[config.mk]
export PLATFORM = sky130hd
export DESIGN_NAME = keyed_wdt
export DESIGN_NICKNAME = d
export VERILOG_FILES = /design/src/rtl/kwdt_pkg.sv /design/src/rtl/kwdt_key_seq.sv /design/src/rtl/kwdt_cfg.sv /design/src/rtl/kwdt_counter.sv /design/src/rtl/keyed_wdt.sv
export SDC_FILE = /design/constraint.sdc
export NUM_CORES = 1
export LEC_CHECK = 0
export ABC_AREA = 1
export BUFFER_PORTS_ARGS = -buffer_cell sky130_fd_sc_hd__buf_2
export CAP_MARGIN = 20
export CORE_MARGIN = 1
export CORE_UTILIZATION = 30
export DETAILED_ROUTE_END_ITERATION = 10
export GPL_TIMING_DRIVEN = 0
export PLACE_DENSITY = 0.42
export REMOVE_ABC_BUFFERS = 1
export SLEW_MARGIN = 20
export SYNTH_ARGS = -nofsm -noshare
export SYNTH_HDL_FRONTEND = slang
export SYNTH_SLANG_ARGS = --single-unit
[constraint.sdc]
create_clock -name clk_i -period 7.6 [get_ports clk_i]
set_input_delay 0.38 -clock clk_i [delete_from_list [all_inputs] [get_ports clk_i]]
set_output_delay 0.38 -clock clk_i [all_outputs]
set_load 0.05 [all_outputs]
[src/rtl/kwdt_pkg.sv]
package kwdt_pkg;
  localparam int DW   = 32;
  localparam int AW   = 4;
  localparam int NB   = DW / 8;
  localparam int NSRC = 4;
  localparam int SW   = $clog2(NSRC);

  localparam logic [DW-1:0] RESTART_K0 = 32'h0000_A602;
  localparam logic [DW-1:0] RESTART_K1 = 32'h0000_B480;
  localparam logic [DW-1:0] OPEN_K0    = 32'h0000_C520;
  localparam logic [DW-1:0] OPEN_K1    = 32'h0000_D928;

  localparam logic [AW-1:0] OFF_CTRL  = 4'h0;
  localparam logic [AW-1:0] OFF_CNT   = 4'h4;
  localparam logic [AW-1:0] OFF_LIMIT = 4'h8;
  localparam logic [AW-1:0] OFF_WIN   = 4'hC;

  localparam int RUN_BIT  = 7;
  localparam int RCFG_BIT = 5;
  localparam int SRC_LSB  = 8;
  localparam int FLAG_BIT = 14;

  typedef struct packed {
    logic          run;
    logic          rcfg;
    logic [SW-1:0] src;
    logic [DW-1:0] limit;
    logic [DW-1:0] win;
  } cfg_t;
endpackage

[src/rtl/kwdt_key_seq.sv]
module kwdt_key_seq #(
  parameter logic [31:0] KEY0 = 32'h0,
  parameter logic [31:0] KEY1 = 32'h1,
  parameter int          GAP  = 16
) (
  input  logic        clk_i,
  input  logic        rst_ni,
  input  logic        wr_i,
  input  logic [31:0] data_i,
  output logic        hit_o
);
  localparam int GW = $clog2(GAP + 1);

  logic          armed_q;
  logic [GW-1:0] gap_q;

  assign hit_o = wr_i && armed_q && (data_i == KEY1);

  always_ff @(posedge clk_i or negedge rst_ni) begin
    if (!rst_ni) begin
      armed_q <= 1'b0;
      gap_q   <= '0;
    end else if (wr_i) begin
      if (hit_o) begin
        armed_q <= 1'b0;
      end else if (data_i == KEY0) begin
        armed_q <= 1'b1;
        gap_q   <= GW'(1);
      end else begin
        armed_q <= 1'b0;
      end
    end else if (armed_q) begin
      // second word may land at most GAP clocks after the first
      if (gap_q == GW'(GAP)) armed_q <= 1'b0;
      else                   gap_q   <= gap_q + GW'(1);
    end
  end
endmodule

[src/rtl/kwdt_cfg.sv]
module kwdt_cfg
  import kwdt_pkg::*;
#(
  parameter logic [DW-1:0] LIMIT_RST = 32'h0000_1500,
  parameter int            OPEN_CYC  = 128
) (
  input  logic          clk_i,
  input  logic          rst_ni,
  input  logic          wr_i,
  input  logic [AW-1:0] addr_i,
  input  logic [DW-1:0] wdata_i,
  input  logic [NB-1:0] be_i,
  input  logic          open_key_i,
  input  logic          flag_set_i,
  output cfg_t          cfg_o,
  output logic          open_o,
  output logic          flag_o
);
  localparam int OW = $clog2(OPEN_CYC);

  logic          run_q, rcfg_q, flag_q, open_q;
  logic [SW-1:0] src_q;
  logic [DW-1:0] limit_q, win_q;
  logic [OW-1:0] open_cnt_q;
  logic          wr_ctrl, wr_limit, wr_win;

  assign wr_ctrl  = wr_i && (addr_i == OFF_CTRL);
  assign wr_limit = wr_i && (addr_i == OFF_LIMIT);
  assign wr_win   = wr_i && (addr_i == OFF_WIN);

  always_ff @(posedge clk_i or negedge rst_ni) begin
    if (!rst_ni) begin
      open_q     <= 1'b0;
      open_cnt_q <= '0;
    end else if (open_key_i && rcfg_q) begin
      open_q     <= 1'b1;
      open_cnt_q <= '0;
    end else if (open_q) begin
      if ((wr_ctrl && be_i[0]) || (open_cnt_q == OW'(OPEN_CYC - 1))) open_q <= 1'b0;
      else open_cnt_q <= open_cnt_q + OW'(1);
    end
  end

  always_ff @(posedge clk_i or negedge rst_ni) begin
    if (!rst_ni) begin
      run_q   <= 1'b0;
      rcfg_q  <= 1'b1;
      src_q   <= '0;
      limit_q <= LIMIT_RST;
      win_q   <= '0;
    end else if (open_q) begin
      if (wr_ctrl && be_i[0]) begin
        run_q  <= wdata_i[RUN_BIT];
        rcfg_q <= wdata_i[RCFG_BIT];
      end
      if (wr_ctrl && be_i[1]) src_q <= wdata_i[SRC_LSB +: SW];
      for (int b = 0; b < NB; b++) begin
        if (wr_limit && be_i[b]) limit_q[8*b +: 8] <= wdata_i[8*b +: 8];
        if (wr_win && be_i[b])   win_q[8*b +: 8]   <= wdata_i[8*b +: 8];
      end
    end
  end

  // set wins over a simultaneous clear
  always_ff @(posedge clk_i or negedge rst_ni) begin
    if (!rst_ni)                                           flag_q <= 1'b0;
    else if (flag_set_i)                                   flag_q <= 1'b1;
    else if (wr_ctrl && be_i[1] && wdata_i[FLAG_BIT])      flag_q <= 1'b0;
  end

  assign cfg_o  = '{run: run_q, rcfg: rcfg_q, src: src_q, limit: limit_q, win: win_q};
  assign open_o = open_q;
  assign flag_o = flag_q;
endmodule

[src/rtl/kwdt_counter.sv]
module kwdt_counter
  import kwdt_pkg::*;
(
  input  logic            clk_i,
  input  logic            rst_ni,
  input  logic            run_i,
  input  logic [SW-1:0]   src_i,
  input  logic [DW-1:0]   limit_i,
  input  logic [DW-1:0]   win_i,
  input  logic [NSRC-1:0] tick_i,
  input  logic            restart_i,
  output logic [DW-1:0]   cnt_o,
  output logic            evt_o,
  output logic            req_o
);
  logic [DW-1:0] cnt_q;
  logic          req_q, tick, expire, early;

  assign tick   = run_i && tick_i[src_i];
  assign expire = tick && !restart_i && (({1'b0, cnt_q} + 33'd1) >= {1'b0, limit_i});
  assign early  = restart_i && run_i && (win_i != '0) && (cnt_q < win_i);
  assign evt_o  = expire || early;

  always_ff @(posedge clk_i or negedge rst_ni) begin
    if (!rst_ni) begin
      cnt_q <= '0;
      req_q <= 1'b0;
    end else begin
      req_q <= evt_o;
      if (restart_i || evt_o) cnt_q <= '0;
      else if (tick)          cnt_q <= cnt_q + DW'(1);
    end
  end

  assign cnt_o = cnt_q;
  assign req_o = req_q;
endmodule

[src/rtl/keyed_wdt.sv]
module keyed_wdt
  import kwdt_pkg::*;
#(
  parameter logic [31:0] LIMIT_RST = 32'h0000_1500,
  parameter int          KEY_GAP   = 16,
  parameter int          OPEN_CYC  = 128
) (
  input  logic        clk_i,
  input  logic        rst_ni,
  input  logic        wr_i,
  input  logic [3:0]  addr_i,
  input  logic [31:0] wdata_i,
  input  logic [3:0]  be_i,
  output logic [31:0] rdata_o,
  input  logic [3:0]  tick_i,
  output logic        rst_req_o,
  output logic        flag_o
);
  cfg_t          cfg_q;
  logic          cfg_open, cnt_wr, evt;
  logic [1:0]    key_hit;
  logic          restart_hit, open_hit;
  logic [DW-1:0] cnt;

  assign cnt_wr = wr_i && (addr_i == OFF_CNT);

  // index 0: restart key, index 1: opening key
  for (genvar g = 0; g < 2; g++) begin : g_key
    kwdt_key_seq #(
      .KEY0 (g == 0 ? RESTART_K0 : OPEN_K0),
      .KEY1 (g == 0 ? RESTART_K1 : OPEN_K1),
      .GAP  (KEY_GAP)
    ) u_seq (
      .clk_i  (clk_i),
      .rst_ni (rst_ni),
      .wr_i   (cnt_wr),
      .data_i (wdata_i),
      .hit_o  (key_hit[g])
    );
  end
  assign restart_hit = key_hit[0];
  assign open_hit    = key_hit[1];

  kwdt_cfg #(.LIMIT_RST(LIMIT_RST), .OPEN_CYC(OPEN_CYC)) u_cfg (
    .clk_i      (clk_i),
    .rst_ni     (rst_ni),
    .wr_i       (wr_i),
    .addr_i     (addr_i),
    .wdata_i    (wdata_i),
    .be_i       (be_i),
    .open_key_i (open_hit),
    .flag_set_i (evt),
    .cfg_o      (cfg_q),
    .open_o     (cfg_open),
    .flag_o     (flag_o)
  );

  kwdt_counter u_cnt (
    .clk_i     (clk_i),
    .rst_ni    (rst_ni),
    .run_i     (cfg_q.run),
    .src_i     (cfg_q.src),
    .limit_i   (cfg_q.limit),
    .win_i     (cfg_q.win),
    .tick_i    (tick_i),
    .restart_i (restart_hit),
    .cnt_o     (cnt),
    .evt_o     (evt),
    .req_o     (rst_req_o)
  );

  always_comb begin
    rdata_o = '0;
    case (addr_i)
      OFF_CTRL: begin
        rdata_o[RUN_BIT]           = cfg_q.run;
        rdata_o[RCFG_BIT]          = cfg_q.rcfg;
        rdata_o[SRC_LSB +: SW]     = cfg_q.src;
        rdata_o[FLAG_BIT]          = flag_o;
      end
      OFF_CNT:   rdata_o = cnt;
      OFF_LIMIT: rdata_o = cfg_q.limit;
      OFF_WIN:   rdata_o = cfg_q.win;
      default:   rdata_o = '0;
    endcase
  end
endmodule

==> flow_metrics.tcl <==
set metrics [dict create \
    core_area_mm2 0.0278 \
    areaGrowthSynthToFinish_pct 17.4 \
    seq_power_share_pct 38.0 \
    crit_type "reg2reg" \
    die_w_um 170 \
    synth_top_area_share_pct 34.9 \
    hp-class "in2reg" \
    yosysTopAreaCell "dfrtp_1" \
    grt_pass1_wl_um 43600 \
    cts_buffers 17 \
    dp_hpwl_um 20700 \
    p_leak_nw 4.85 \
    cts_resized 0 \
    drcViolationCount 0 \
    peakVddDrop_uv 141 \
    fin_nets 1355 \
    cap_violations 0 \
    num_rows 61 \
    cts.sinks 122 \
    yosysUniqueCellTypes 40 \
    pin_count 81 \
    powerDensity_mw_per_mm2 177 \
    p_comb_share_pct 13.8 \
    crit_slowest_cell "nand3_2" \
    status "finished clean" \
    drt_pass1_iterations 7 \
    clock_path_buffers 2 \
    port_buffers 80 \
    worst_slew_pin_slew_ns 1.06 \
    grt_pass1_vias 7639 \
    cp-start-kind "flop" \
    final_max_slew_viol_count 0 \
    wl_per_cell_um 16.8 \
    antenna_found_initial 0 \
    syn_area_per_cell_um2 7.27 \
    yosysSeqAreaShare_pct 36.2 \
    cp_max_fo 20 \
    htreeDepth 4 \
    vias 7640 \
    ys_seq_elements 122 \
    cts_tree "yes" \
    cpMostUsedCell "nand2_1" \
    clockRootBuffer "clkbuf_16" \
    die-area_mm2 0.0288 \
    cp_top_family "simple AND/OR/NAND/NOR gates" \
    pwr-share-clk_pct 48.3 \
    min_period_over_period_pct 58.7 \
    ys.flop_type "dfrtp_1" \
    clock_latency_ns 0.44 \
    netlist_area_mm2 0.00845 \
    yosysMostFrequentCell "nand2_1" \
    yosys_warnings 0 \
    max_slew_margin_pct 29.3 \
    place.gp.congestion 0.824 \
    drt_iter0_markers 507 \
    clock.fmax_mhz 224 \
    fp.dieH_um 170 \
    finalSetupViolCount 0 \
    end_kind "flop" \
    cpPeakStageDelay_ns 0.58 \
    critical_path.cell_chain "ha_1, nand2_2, nor2_4, nand2_2, inv_1, nand3_1, nor2_2, nand2_1, xor2_1, ha_1, nand2_1, inv_1, nand2_1, nand2_1, a21oi_1, nand3_1, nor2_1, nand2_1, nand2_2, nand3_2, o21ai_0" \
    track_usage_pct 20.1 \
    finalHoldViolations 0 \
    via_per_inst 4.69 \
    synth-edff-count 0 \
    postSynthCellCount 1162 \
    synth_commonest_cells "nand2_1 (296), inv_1 (206), dfrtp_1 (118)" \
    grt_setup_unrepaired "no" \
    clk_pin_slew_ns 0.06 \
    switching_share_pct 29.8 \
    postCtsSetupRepairBufs 0 \
    postRouteAntennaNets 0 \
    grt-ovfl-total 0 \
    synthTopCellsByArea "dfrtp_1 (35%), nand2_1 (13%), ha_1 (10%), inv_1 (9.2%), o21ai_0 (5.9%)" \
    antenna_cells 0 \
    intPower_mw 1.23 \
    layout-drive-gt1-share_pct 12.6 \
    drt-total-wl_um 27300 \
    p_sw_uw 523 \
    holdBufCountCts 1 \
    grt_max_degree 86 \
    cp.arrival_ns 4.79 \
    finClkSkew_ns 0.0123 \
    async_flop_share_pct 100 \
    start_util_pct 30.4 \
    holdWs_ns 0.189 \
    tns_ns 0 \
    crit_required_ns 7.93 \
    fin_crit_ns 4.46 \
    crit_buf_inv 2 \
]
[per-stage QoR]
stage          utilization, %  instance area (µm²)  worst slack (ns)  total power, mW  instances
3_3_place_gp             33.1                 9190              3.13            0.917       1593
6_report                 35.7                 9920              3.14             1.76       1629
3_5_place_dp             33.5                 9310              3.09            0.923       1597
5_1_grt                  35.7                 9920              2.76             1.84       1629
4_1_cts                  35.7                 9920              3.08             1.79       1629
2_1_floorplan               -                 8320              4.54            0.812       1135
[worst paths after layout]
kind | depth (start not counted) | slack (ns) | endpoint | from
worst max-delay path | 21 | 3.14 | u_cnt.cnt_o[28] | u_cnt.cnt_o[0]
worst min-delay path | 3 | 0.19 | u_cfg.rcfg_q | wdata_i[5]
worst max register to register | 21 | 3.14 | u_cnt.cnt_o[28] | u_cnt.cnt_o[0]
worst min register to register | 2 | 0.48 | u_cfg.win_q[10] | u_cfg.win_q[10]
max in group asynchronous | 3 | 6.38 | u_cfg.rcfg_q | rst_ni
min in group asynchronous | 2 | 0.41 | u_cfg.limit_q[17] | rst_ni
[worst register-to-register path: cells and delay by family (launching register included)]
family	cells	cell delay [ns]
buffers and inverters	2	0.14
flip-flops	1	0.42
AND/OR/NAND/NOR	14	2.55
adder cells (fa/ha/maj)	2	0.51
AO/OA/AOI/OAI	2	0.55
XOR/XNOR	1	0.17
[state kept, by name, summed over array words and instances (netlist names)]
register	flops
u_cfg.limit_q	32
u_cfg.open_o	1
g_key.u_seq.gap_q	10
u_cnt.cnt_o	32
u_cfg.rcfg_q	1
u_cfg.flag_o	1
u_cnt.req_o	1
u_cfg.run_q	1
u_cfg.open_cnt_q	7
u_cfg.win_q	32
u_cfg.src_q	2
g_key.u_seq.armed_q	2
[per-layer routing]
| metal | up-vias | part of all wire, % | global-route usage [%] |
|---|---|---|---|
| met5 | - | 0 | 0 |
| met4 | 0 | 1.3 | 5.44 |
| met3 | 20 | 3.3 | 3.30 |
| met2 | 134 | 46 | 32.9 |
| met1 | 3552 | 49 | 27.2 |
| li1 | 3934 | - | - |
[layout make-up]
type	count	area, µm²
Clock inverter	14	175
Tap cell	378	473
Timing Repair Buffer	85	518
Clock buffer	17	425
Multi-Input combinational cell	805	4490
Sequential cell	122	3060
Inverter	208	781
Fill cell	3036	17900
[power groups by stage]
stage	clock network, mW	registers [mW]	logic [mW]
floorplan	0	0.685	0.127
global placement	0	0.679	0.239
detailed placement	0	0.678	0.245
CTS	0.873	0.667	0.246
global route	0.900	0.668	0.269
finish	0.847	0.667	0.242
[cells in the final DEF, fill, tap and decap left out, types with 7 or more instances in the layout]
cell type / instances
o221ai_1: 27
nand3_1: 45
nand2_1: 296
buf_2: 79
ha_1: 69
inv_1: 206
nand4_1: 38
a21oi_1: 39
nor2_1: 81
xor2_1: 21
o21ai_1: 11
nor2_2: 10
o21ai_0: 99
clkbuf_16: 17
nor3_1: 16
nand2_2: 8
dfrtp_1: 118
a21oi_2: 7
[logic make-up after synthesis]
family	share of synthesized area (%)
flip-flops	36.2
AO/OA/AOI/OAI	13.3
XOR/XNOR	2.59
adder cells (fa/ha/maj)	10.2
AND/OR/NAND/NOR	26.9
buffers and inverters	10.8
Power figures use the tool's default switching activity.
